$ cat config.mk
export PLATFORM = sky130hd
export DESIGN_NAME = spi_cfg_port
export DESIGN_NICKNAME = d
export VERILOG_FILES = /design/src/rtl/spi_cfg_pkg.sv /design/src/rtl/spi_cfg_sync.sv /design/src/rtl/spi_cfg_regfile.sv /design/src/rtl/spi_cfg_engine.sv /design/src/rtl/spi_cfg_port.sv
export SDC_FILE = /design/constraint.sdc
export NUM_CORES = 1
export LEC_CHECK = 0
export ABC_CLOCK_PERIOD_IN_PS = 3230
export BUFFER_PORTS_ARGS = -buffer_cell sky130_fd_sc_hd__buf_2
export CAP_MARGIN = 0
export CORE_ASPECT_RATIO = 0.9
export CORE_MARGIN = 4
export CORE_UTILIZATION = 50
export DETAILED_ROUTE_END_ITERATION = 10
export PLACE_DENSITY_LB_ADDON = 0.2
export SYNTH_ARGS = -nofsm -noshare
export SYNTH_HDL_FRONTEND = slang
export SYNTH_SLANG_ARGS = --single-unit
$ cat constraint.sdc
create_clock -name clk -period 3.23 [get_ports clk]
set_input_delay 0.1615 -clock clk [delete_from_list [all_inputs] [get_ports clk]]
set_output_delay 0.1615 -clock clk [all_outputs]
set_load 0.05 [all_outputs]
$ cat src/rtl/spi_cfg_pkg.sv
package spi_cfg_pkg;
  localparam int ADDR_W   = 13;
  localparam int BYTE_W   = 8;
  localparam int INSTR_W  = ADDR_W + 3;
  localparam int RW_POS   = INSTR_W - 1;
  localparam int LEN_HI   = INSTR_W - 2;
  localparam int LEN_LO   = INSTR_W - 3;
  localparam logic [1:0] LEN_STREAM = 2'b11;
  localparam int ORDER_BIT = 0;

  typedef enum logic [1:0] {
    PH_INSTR = 2'd0,
    PH_DATA  = 2'd1,
    PH_DONE  = 2'd2
  } phase_t;

  function automatic logic [BYTE_W-1:0] row_default(input int idx);
    return BYTE_W'(idx * 17);
  endfunction
endpackage

$ cat src/rtl/spi_cfg_sync.sv
module spi_cfg_sync #(
  parameter int          W      = 3,
  parameter int          STAGES = 2,
  parameter logic [W-1:0] RST_VAL = '0
) (
  input  logic         clk,
  input  logic         rst_n,
  input  logic [W-1:0] din,
  output logic [W-1:0] dout
);
  logic [W-1:0] stg_q [STAGES];

  for (genvar s = 0; s < STAGES; s++) begin : g_stage
    logic [W-1:0] stg_n;
    if (s == 0) begin : g_first
      assign stg_n = din;
    end else begin : g_next
      assign stg_n = stg_q[s-1];
    end
    always_ff @(posedge clk or negedge rst_n) begin
      if (!rst_n) stg_q[s] <= RST_VAL;
      else        stg_q[s] <= stg_n;
    end
  end

  assign dout = stg_q[STAGES-1];
endmodule

$ cat src/rtl/spi_cfg_regfile.sv
module spi_cfg_regfile
  import spi_cfg_pkg::*;
#(
  parameter int NREG = 8
) (
  input  logic                   clk,
  input  logic                   rst_n,
  input  logic [NREG-1:0]        row_we,
  input  logic [BYTE_W-1:0]      wdata,
  output logic [NREG*BYTE_W-1:0] rows
);
  for (genvar i = 0; i < NREG; i++) begin : g_row
    logic [BYTE_W-1:0] row_q, row_n;
    always_comb row_n = row_we[i] ? wdata : row_q;
    always_ff @(posedge clk or negedge rst_n) begin
      if (!rst_n) row_q <= row_default(i);
      else        row_q <= row_n;
    end
    assign rows[i*BYTE_W +: BYTE_W] = row_q;
  end
endmodule

$ cat src/rtl/spi_cfg_engine.sv
module spi_cfg_engine
  import spi_cfg_pkg::*;
#(
  parameter int AW = ADDR_W
) (
  input  logic              clk,
  input  logic              rst_n,
  input  logic              cs_lvl,
  input  logic              sclk_lvl,
  input  logic              sdi_lvl,
  input  logic              cs_raw_n,
  input  logic              order_cfg,
  input  logic [BYTE_W-1:0] rd_byte,
  output logic              wr_en,
  output logic [AW-1:0]     addr,
  output logic [BYTE_W-1:0] wr_data,
  output logic              sdo,
  output logic              sdo_oe
);
  localparam int IW = AW + 3;
  localparam int CW = $clog2(IW);
  localparam logic [CW-1:0] LAST_INSTR = CW'(IW - 1);
  localparam logic [CW-1:0] LAST_DATA  = CW'(BYTE_W - 1);

  logic              act_q, act_n;
  phase_t            ph_q, ph_n;
  logic [CW-1:0]     cnt_q, cnt_n;
  logic [IW-1:0]     sh_q, sh_n;
  logic              rd_q, rd_n, strm_q, strm_n, lsb_q, lsb_n;
  logic [1:0]        left_q, left_n;
  logic [AW-1:0]     addr_q, addr_n;
  logic              sdo_q, sdo_n, rdph_q, rdph_n;
  logic              cs_d_q, sclk_d_q;

  logic              sclk_rise, sclk_fall, cs_fall, cs_rise;
  logic [IW-1:0]     word_in;
  logic [BYTE_W-1:0] byte_in;
  logic [2:0]        bit_sel;

  always_comb begin
    sclk_rise = sclk_lvl & ~sclk_d_q;
    sclk_fall = ~sclk_lvl & sclk_d_q;
    cs_fall   = cs_d_q & ~cs_lvl;
    cs_rise   = ~cs_d_q & cs_lvl;
    word_in   = lsb_q ? {sdi_lvl, sh_q[IW-1:1]} : {sh_q[IW-2:0], sdi_lvl};
    byte_in   = lsb_q ? {sdi_lvl, sh_q[BYTE_W-1:1]} : {sh_q[BYTE_W-2:0], sdi_lvl};
    bit_sel   = lsb_q ? cnt_q[2:0] : (3'd7 - cnt_q[2:0]);

    act_n = act_q;  ph_n = ph_q;   cnt_n = cnt_q;   sh_n = sh_q;
    rd_n  = rd_q;   strm_n = strm_q; lsb_n = lsb_q; left_n = left_q;
    addr_n = addr_q; sdo_n = sdo_q; rdph_n = rdph_q;
    wr_en = 1'b0;   wr_data = byte_in;

    if (!act_q) begin
      if (cs_fall) begin
        act_n = 1'b1; ph_n = PH_INSTR; cnt_n = '0;
        lsb_n = order_cfg; rdph_n = 1'b0;
      end
    end else if (cs_rise) begin
      if (!(ph_q == PH_DATA && cnt_q == '0 && !strm_q)) begin
        act_n = 1'b0; rdph_n = 1'b0; cnt_n = '0;
      end
    end else if (!cs_lvl && sclk_rise) begin
      unique case (ph_q)
        PH_INSTR: begin
          sh_n  = word_in;
          cnt_n = cnt_q + 1'b1;
          if (cnt_q == LAST_INSTR) begin
            rd_n   = word_in[RW_POS];
            left_n = word_in[LEN_HI:LEN_LO];
            strm_n = (word_in[LEN_HI:LEN_LO] == LEN_STREAM);
            addr_n = word_in[AW-1:0];
            rdph_n = word_in[RW_POS];
            ph_n   = PH_DATA;
            cnt_n  = '0;
          end
        end
        PH_DATA: begin
          sh_n  = {sh_q[IW-1:BYTE_W], byte_in};
          cnt_n = cnt_q + 1'b1;
          if (cnt_q == LAST_DATA) begin
            cnt_n  = '0;
            wr_en  = ~rd_q;
            addr_n = lsb_q ? addr_q + 1'b1 : addr_q - 1'b1;
            if (!strm_q) begin
              if (left_q == 2'd0) begin
                ph_n = PH_DONE; rdph_n = 1'b0;
              end else begin
                left_n = left_q - 1'b1;
              end
            end
          end
        end
        default: ;
      endcase
    end

    if (act_q && sclk_fall && ph_q == PH_DATA && rd_q) begin
      sdo_n = rd_byte[bit_sel];
    end
  end

  always_ff @(posedge clk or negedge rst_n) begin
    if (!rst_n) begin
      act_q <= 1'b0; ph_q <= PH_INSTR; cnt_q <= '0; sh_q <= '0;
      rd_q <= 1'b0; strm_q <= 1'b0; lsb_q <= 1'b0; left_q <= '0;
      addr_q <= '0; sdo_q <= 1'b0; rdph_q <= 1'b0;
      cs_d_q <= 1'b1; sclk_d_q <= 1'b0;
    end else begin
      act_q <= act_n; ph_q <= ph_n; cnt_q <= cnt_n; sh_q <= sh_n;
      rd_q <= rd_n; strm_q <= strm_n; lsb_q <= lsb_n; left_q <= left_n;
      addr_q <= addr_n; sdo_q <= sdo_n; rdph_q <= rdph_n;
      cs_d_q <= cs_lvl; sclk_d_q <= sclk_lvl;
    end
  end

  assign addr   = addr_q;
  assign sdo    = sdo_q;
  assign sdo_oe = rdph_q & ~cs_raw_n;
endmodule

$ cat src/rtl/spi_cfg_port.sv
module spi_cfg_port
  import spi_cfg_pkg::*;
#(
  parameter int NREG = 8
) (
  input  logic                   clk,
  input  logic                   rst_n,
  input  logic                   cs_n,
  input  logic                   sclk,
  input  logic                   sdi,
  output logic                   sdo,
  output logic                   sdo_oe,
  output logic                   strap_mode,
  output logic [1:0]             strap_lvl,
  output logic [NREG*BYTE_W-1:0] cfg_rows
);
  localparam int IDX_W = (NREG > 1) ? $clog2(NREG) : 1;

  logic [1:0]        rst_sync_q;
  logic              rst_ni;
  logic              cs_lvl, sclk_lvl, sdi_lvl;
  logic              strap_q, strap_n;
  logic              wr_en, in_range;
  logic [ADDR_W-1:0] addr;
  logic [BYTE_W-1:0] wr_data, rd_byte;
  logic [NREG-1:0]   row_we;

  always_ff @(posedge clk or negedge rst_n) begin
    if (!rst_n) rst_sync_q <= 2'b00;
    else        rst_sync_q <= {rst_sync_q[0], 1'b1};
  end
  assign rst_ni = rst_sync_q[1];

  spi_cfg_sync #(.W(3), .STAGES(2), .RST_VAL(3'b100)) u_sync (
    .clk  (clk),
    .rst_n(rst_ni),
    .din  ({cs_n, sclk, sdi}),
    .dout ({cs_lvl, sclk_lvl, sdi_lvl})
  );

  always_comb strap_n = strap_q & cs_lvl;
  always_ff @(posedge clk or negedge rst_ni) begin
    if (!rst_ni) strap_q <= 1'b1;
    else         strap_q <= strap_n;
  end
  assign strap_mode = strap_q;
  assign strap_lvl  = strap_q ? {sclk_lvl, sdi_lvl} : 2'b00;

  assign in_range = (addr < ADDR_W'(NREG));
  assign rd_byte  = in_range ? cfg_rows[addr[IDX_W-1:0]*BYTE_W +: BYTE_W] : '0;

  for (genvar i = 0; i < NREG; i++) begin : g_dec
    assign row_we[i] = wr_en & in_range & (addr[IDX_W-1:0] == IDX_W'(i));
  end

  spi_cfg_engine #(.AW(ADDR_W)) u_eng (
    .clk      (clk),
    .rst_n    (rst_ni),
    .cs_lvl   (cs_lvl),
    .sclk_lvl (sclk_lvl),
    .sdi_lvl  (sdi_lvl),
    .cs_raw_n (cs_n),
    .order_cfg(cfg_rows[ORDER_BIT]),
    .rd_byte  (rd_byte),
    .wr_en    (wr_en),
    .addr     (addr),
    .wr_data  (wr_data),
    .sdo      (sdo),
    .sdo_oe   (sdo_oe)
  );

  spi_cfg_regfile #(.NREG(NREG)) u_rf (
    .clk   (clk),
    .rst_n (rst_ni),
    .row_we(row_we),
    .wdata (wr_data),
    .rows  (cfg_rows)
  );
endmodule

==> impl_metrics.py <==
metrics = {
    "status": {
        "status": "finished clean",
    },
    "worst_setup_path": {
        "cp-start-kind": "flop",
        "crit_type": "reg -> reg",
        "crit_path_cell_trace": "inv_1, ha_1, a21o_1, a21oi_1, o31a_1, o21ai_0, xnor2_1, o21ai_0, o2bb2ai_1",
        "cp_data_required_time_ps": 3510,
        "critPathArrivalTime_ps": 2880,
        "slowest_stage": "inv_1",
        "crit_path_end_kind": "flop",
        "path_common_cell": "o21ai_0",
        "critPathMaxFanout": 16,
        "cp_slowest_stage_delay_ps": 430,
    },
    "sta": {
        "drv_slew": 0,
        "setup_violations": 0,
        "timing.final.ws_setup_ps": 631,
        "rsz0062_at_grt": "false",
        "fmax_mhz": 385,
        "fin_crit_sh_pct": 80.5,
        "fin_setup_tns_ps": 0,
        "worst_pin_slew_ps": 935,
        "finalClockSkew_ps": 12.4,
        "whs_ps": 53.4,
        "max_slew_margin_pct": 35.9,
        "fin_crit_ps": 2600,
        "hold_viol_final": 0,
    },
    "floorplanning": {
        "rows": 37,
        "die-area_mm2": 0.0138,
        "core-area_mm2": 0.0116,
        "initial_core_util_pct": 51.6,
        "ios": 74,
        "dieWidth_um": 123,
        "die_y_um": 112,
    },
    "clocking": {
        "cts_tree": "built",
        "clock-root-buffer": "clkbuf_16",
        "cts.repair.resized": 0,
        "numCtsBuffers": 17,
        "clk_latency_ps": 420,
        "path_clk_slew_ps": 60,
        "cts.sinks": 118,
        "clock_path_buffers": 2,
        "htreeDepth": 4,
    },
    "finish": {
        "multiInputGateArea_mm2": 0.00277,
        "seqCellArea_mm2": 0.00299,
        "fin_nets": 693,
        "antenna_cells": 0,
        "num-fill-cells": 959,
        "drive_gt1_share_pct": 26.7,
        "area.growth.synth_to_final_pct": 19.6,
    },
    "synth": {
        "synth.most_common_cell": "nand2_1",
        "yosys.area.top_type": "dfrtp_1",
        "synth_cell_types": 56,
        "syn_avg_cell_area_um2": 10.0,
        "synth_area_mm2": 0.00597,
        "synth_top_flop_cell": "dfrtp_1",
        "synth_top_cell_area_share_pct": 37.7,
        "yosys_warnings": 0,
        "async_reset_ff_share_pct": 100,
        "netlist_top_cells_area": "dfrtp_1 38%, dfstp_2 12%, mux4_2 6.0%, nand2_1 6.0%, o21ai_1 4.9%",
        "seq_area_frac_synth_pct": 50.1,
        "synth_cells": 594,
        "synth_nets": 614,
        "synthTopCellsByCount": "95 x nand2_1, 90 x dfrtp_1, 58 x o21ai_1, 47 x nor2_1, 40 x a21oi_1",
        "synth-edff-count": 0,
        "ys_seq_elements": 118,
    },
    "grt": {
        "grt_pass1_vias": 4593,
        "grt.met3_usage_pct": 6.81,
        "grt_util_met2_pct": 34.3,
        "globalRouteMet1Util_pct": 33.6,
        "track_usage_pct": 23.1,
        "grt_pass1_wl_um": 24700,
        "top_usage_layer": "met2",
        "grt_max_degree": 62,
        "grt-ovfl-total": 0,
        "antenna_found_initial": 0,
    },
    "min_path": {
        "hold_path.class": "in -> async",
    },
    "place": {
        "dp_hpwl_um": 10300,
        "gp_congestion": 0.854,
        "dp_slack_ps": 633,
        "portBuffers": 73,
    },
    "route": {
        "vias_per_cell": 5.64,
        "drt_iter0_drc": 434,
        "drc": 0,
        "num_vias": 4750,
        "routedWlPerCell_um": 17.6,
        "drt_first_pass_iters": 5,
        "wirelength_um": 14800,
        "ant_nets": 0,
    },
    "pwr": {
        "power_density_mw_per_mm2": 570,
        "p_leak_nw": 3.29,
        "vdd_ir_drop_max_uv": 356,
    },
    "job": {
        "maxCapViolations": 0,
    },
}
-- path summary, 6_finish.rpt --
kind,slack (ps),cells after the start,start,end
max,630,9,u_eng.lsb_q,u_eng.addr[12]
min,50,2,rst_n,rst_sync_q[1]
max reg2reg,630,9,u_eng.lsb_q,u_eng.addr[12]
min reg2reg,350,0,u_sync.g_stage[1].stg_n[0],u_sync.dout[0]
max in group asynchronous,2010,1,rst_sync_q[1],u_eng.cs_d_q
min in group clk,350,0,u_sync.g_stage[1].stg_n[0],u_sync.dout[0]
-- cell families after synthesis --
logic type | synth area share [%]
compound gates | 15.2
xor+xnor | 1.91
fa+ha+maj | 3.27
buf+inv | 3.54
flops | 50.1
mux | 10.8
other cells | 0.0628
simple gates | 15.2
-- cells in the final DEF (no fill, tap or decap), drive strengths merged, types with 2 or more instances in the layout --
| master | netlist | layout |
|---|---|---|
| nand2 | 101 | 101 |
| o21ai | 93 | 93 |
| dfrtp | 90 | 90 |
| buf | 18 | 86 |
| nor2 | 47 | 47 |
| a21oi | 40 | 40 |
| dfstp | 28 | 28 |
| clkbuf | 12 | 24 |
| mux2i | 18 | 18 |
| mux4 | 16 | 16 |
| inv | 14 | 14 |
| ha | 14 | 14 |
| nor3 | 12 | 12 |
| mux2 | 9 | 9 |
| xnor2 | 9 | 9 |
| nand3 | 9 | 9 |
| a31oi | 6 | 6 |
| nor2b | 5 | 5 |
| and2 | 4 | 4 |
| o21bai | 4 | 4 |
| o22ai | 4 | 4 |
| xor2 | 4 | 4 |
| a21o | 4 | 4 |
| o31ai | 4 | 4 |
| dlygate4sd3 | 0 | 4 |
| and3 | 4 | 4 |
| bufinv | 0 | 3 |
| clkinvlp | 0 | 3 |
| or4 | 2 | 2 |
| o31a | 2 | 2 |
| nor3b | 2 | 2 |
| clkinv | 0 | 2 |
| nand2b | 2 | 2 |
| nor4 | 2 | 2 |
| nand4 | 2 | 2 |
-- worst max-delay path, delay by kind of cell (launching register included) --
kind	cells	cell delay, ps
adders and majority gates	1	370
xor gates and xnor gates	1	200
AOI/OAI and AO/OA	6	1070
DFF	1	370
buffers and inverters	1	430
-- where the power goes --
group | total [mW] | internal (mW) | switching (mW)
clock | 1.94 | 1.29 | 0.646
combinational | 0.454 | 0.170 | 0.285
sequential | 1.67 | 1.58 | 0.0974
-- repair_timing --
action	4_1_cts	5_1_grt
hold buffers	4	0
endpoints found under the hold margin	5	0
setup buffers	0	0
-- routing by layer --
metal	part of all wire, %	vias to the layer above
met5	0	-
met4	0.69	0
met3	5.5	6
met2	47	131
met1	47	2340
li1	-	2273
-- through the flow --
stage / utilization, % / std cells / power (mW) / area [µm²]
finish: 61.7 / 842 / 4.07 / 7140
global route: 61.7 / 842 / 4.26 / 7140
CTS: 61.7 / 842 / 4.09 / 7140
detailed placement: 56.0 / 806 / 2.14 / 6480
global placement: 56.0 / 806 / 2.13 / 6480
floorplan: - / 594 / 1.96 / 5970
-- registers in the layout, summed over array words and instances (netlist names), 2 cells and up --
name                  count
u_sync.dout               3
u_eng.cnt_q               4
u_rf.g_row.row_q         64
u_eng.addr               13
u_sync.g_stage.stg_n      3
u_eng.ph_q                2
u_eng.left_q              2
u_eng.sh_q               16
rst_sync_q                2
-- layout make-up --
type | count | area share [%]
Multi-Input combinational cell | 432 | 38.8
Clock inverter | 8 | 1.72
Clock buffer | 24 | 6.89
Timing Repair Buffer | 90 | 7.22
Tap cell | 156 | 2.73
Inverter | 14 | 0.736
Sequential cell | 118 | 41.9
No activity file was read; power rests on OpenSTA's default activity.
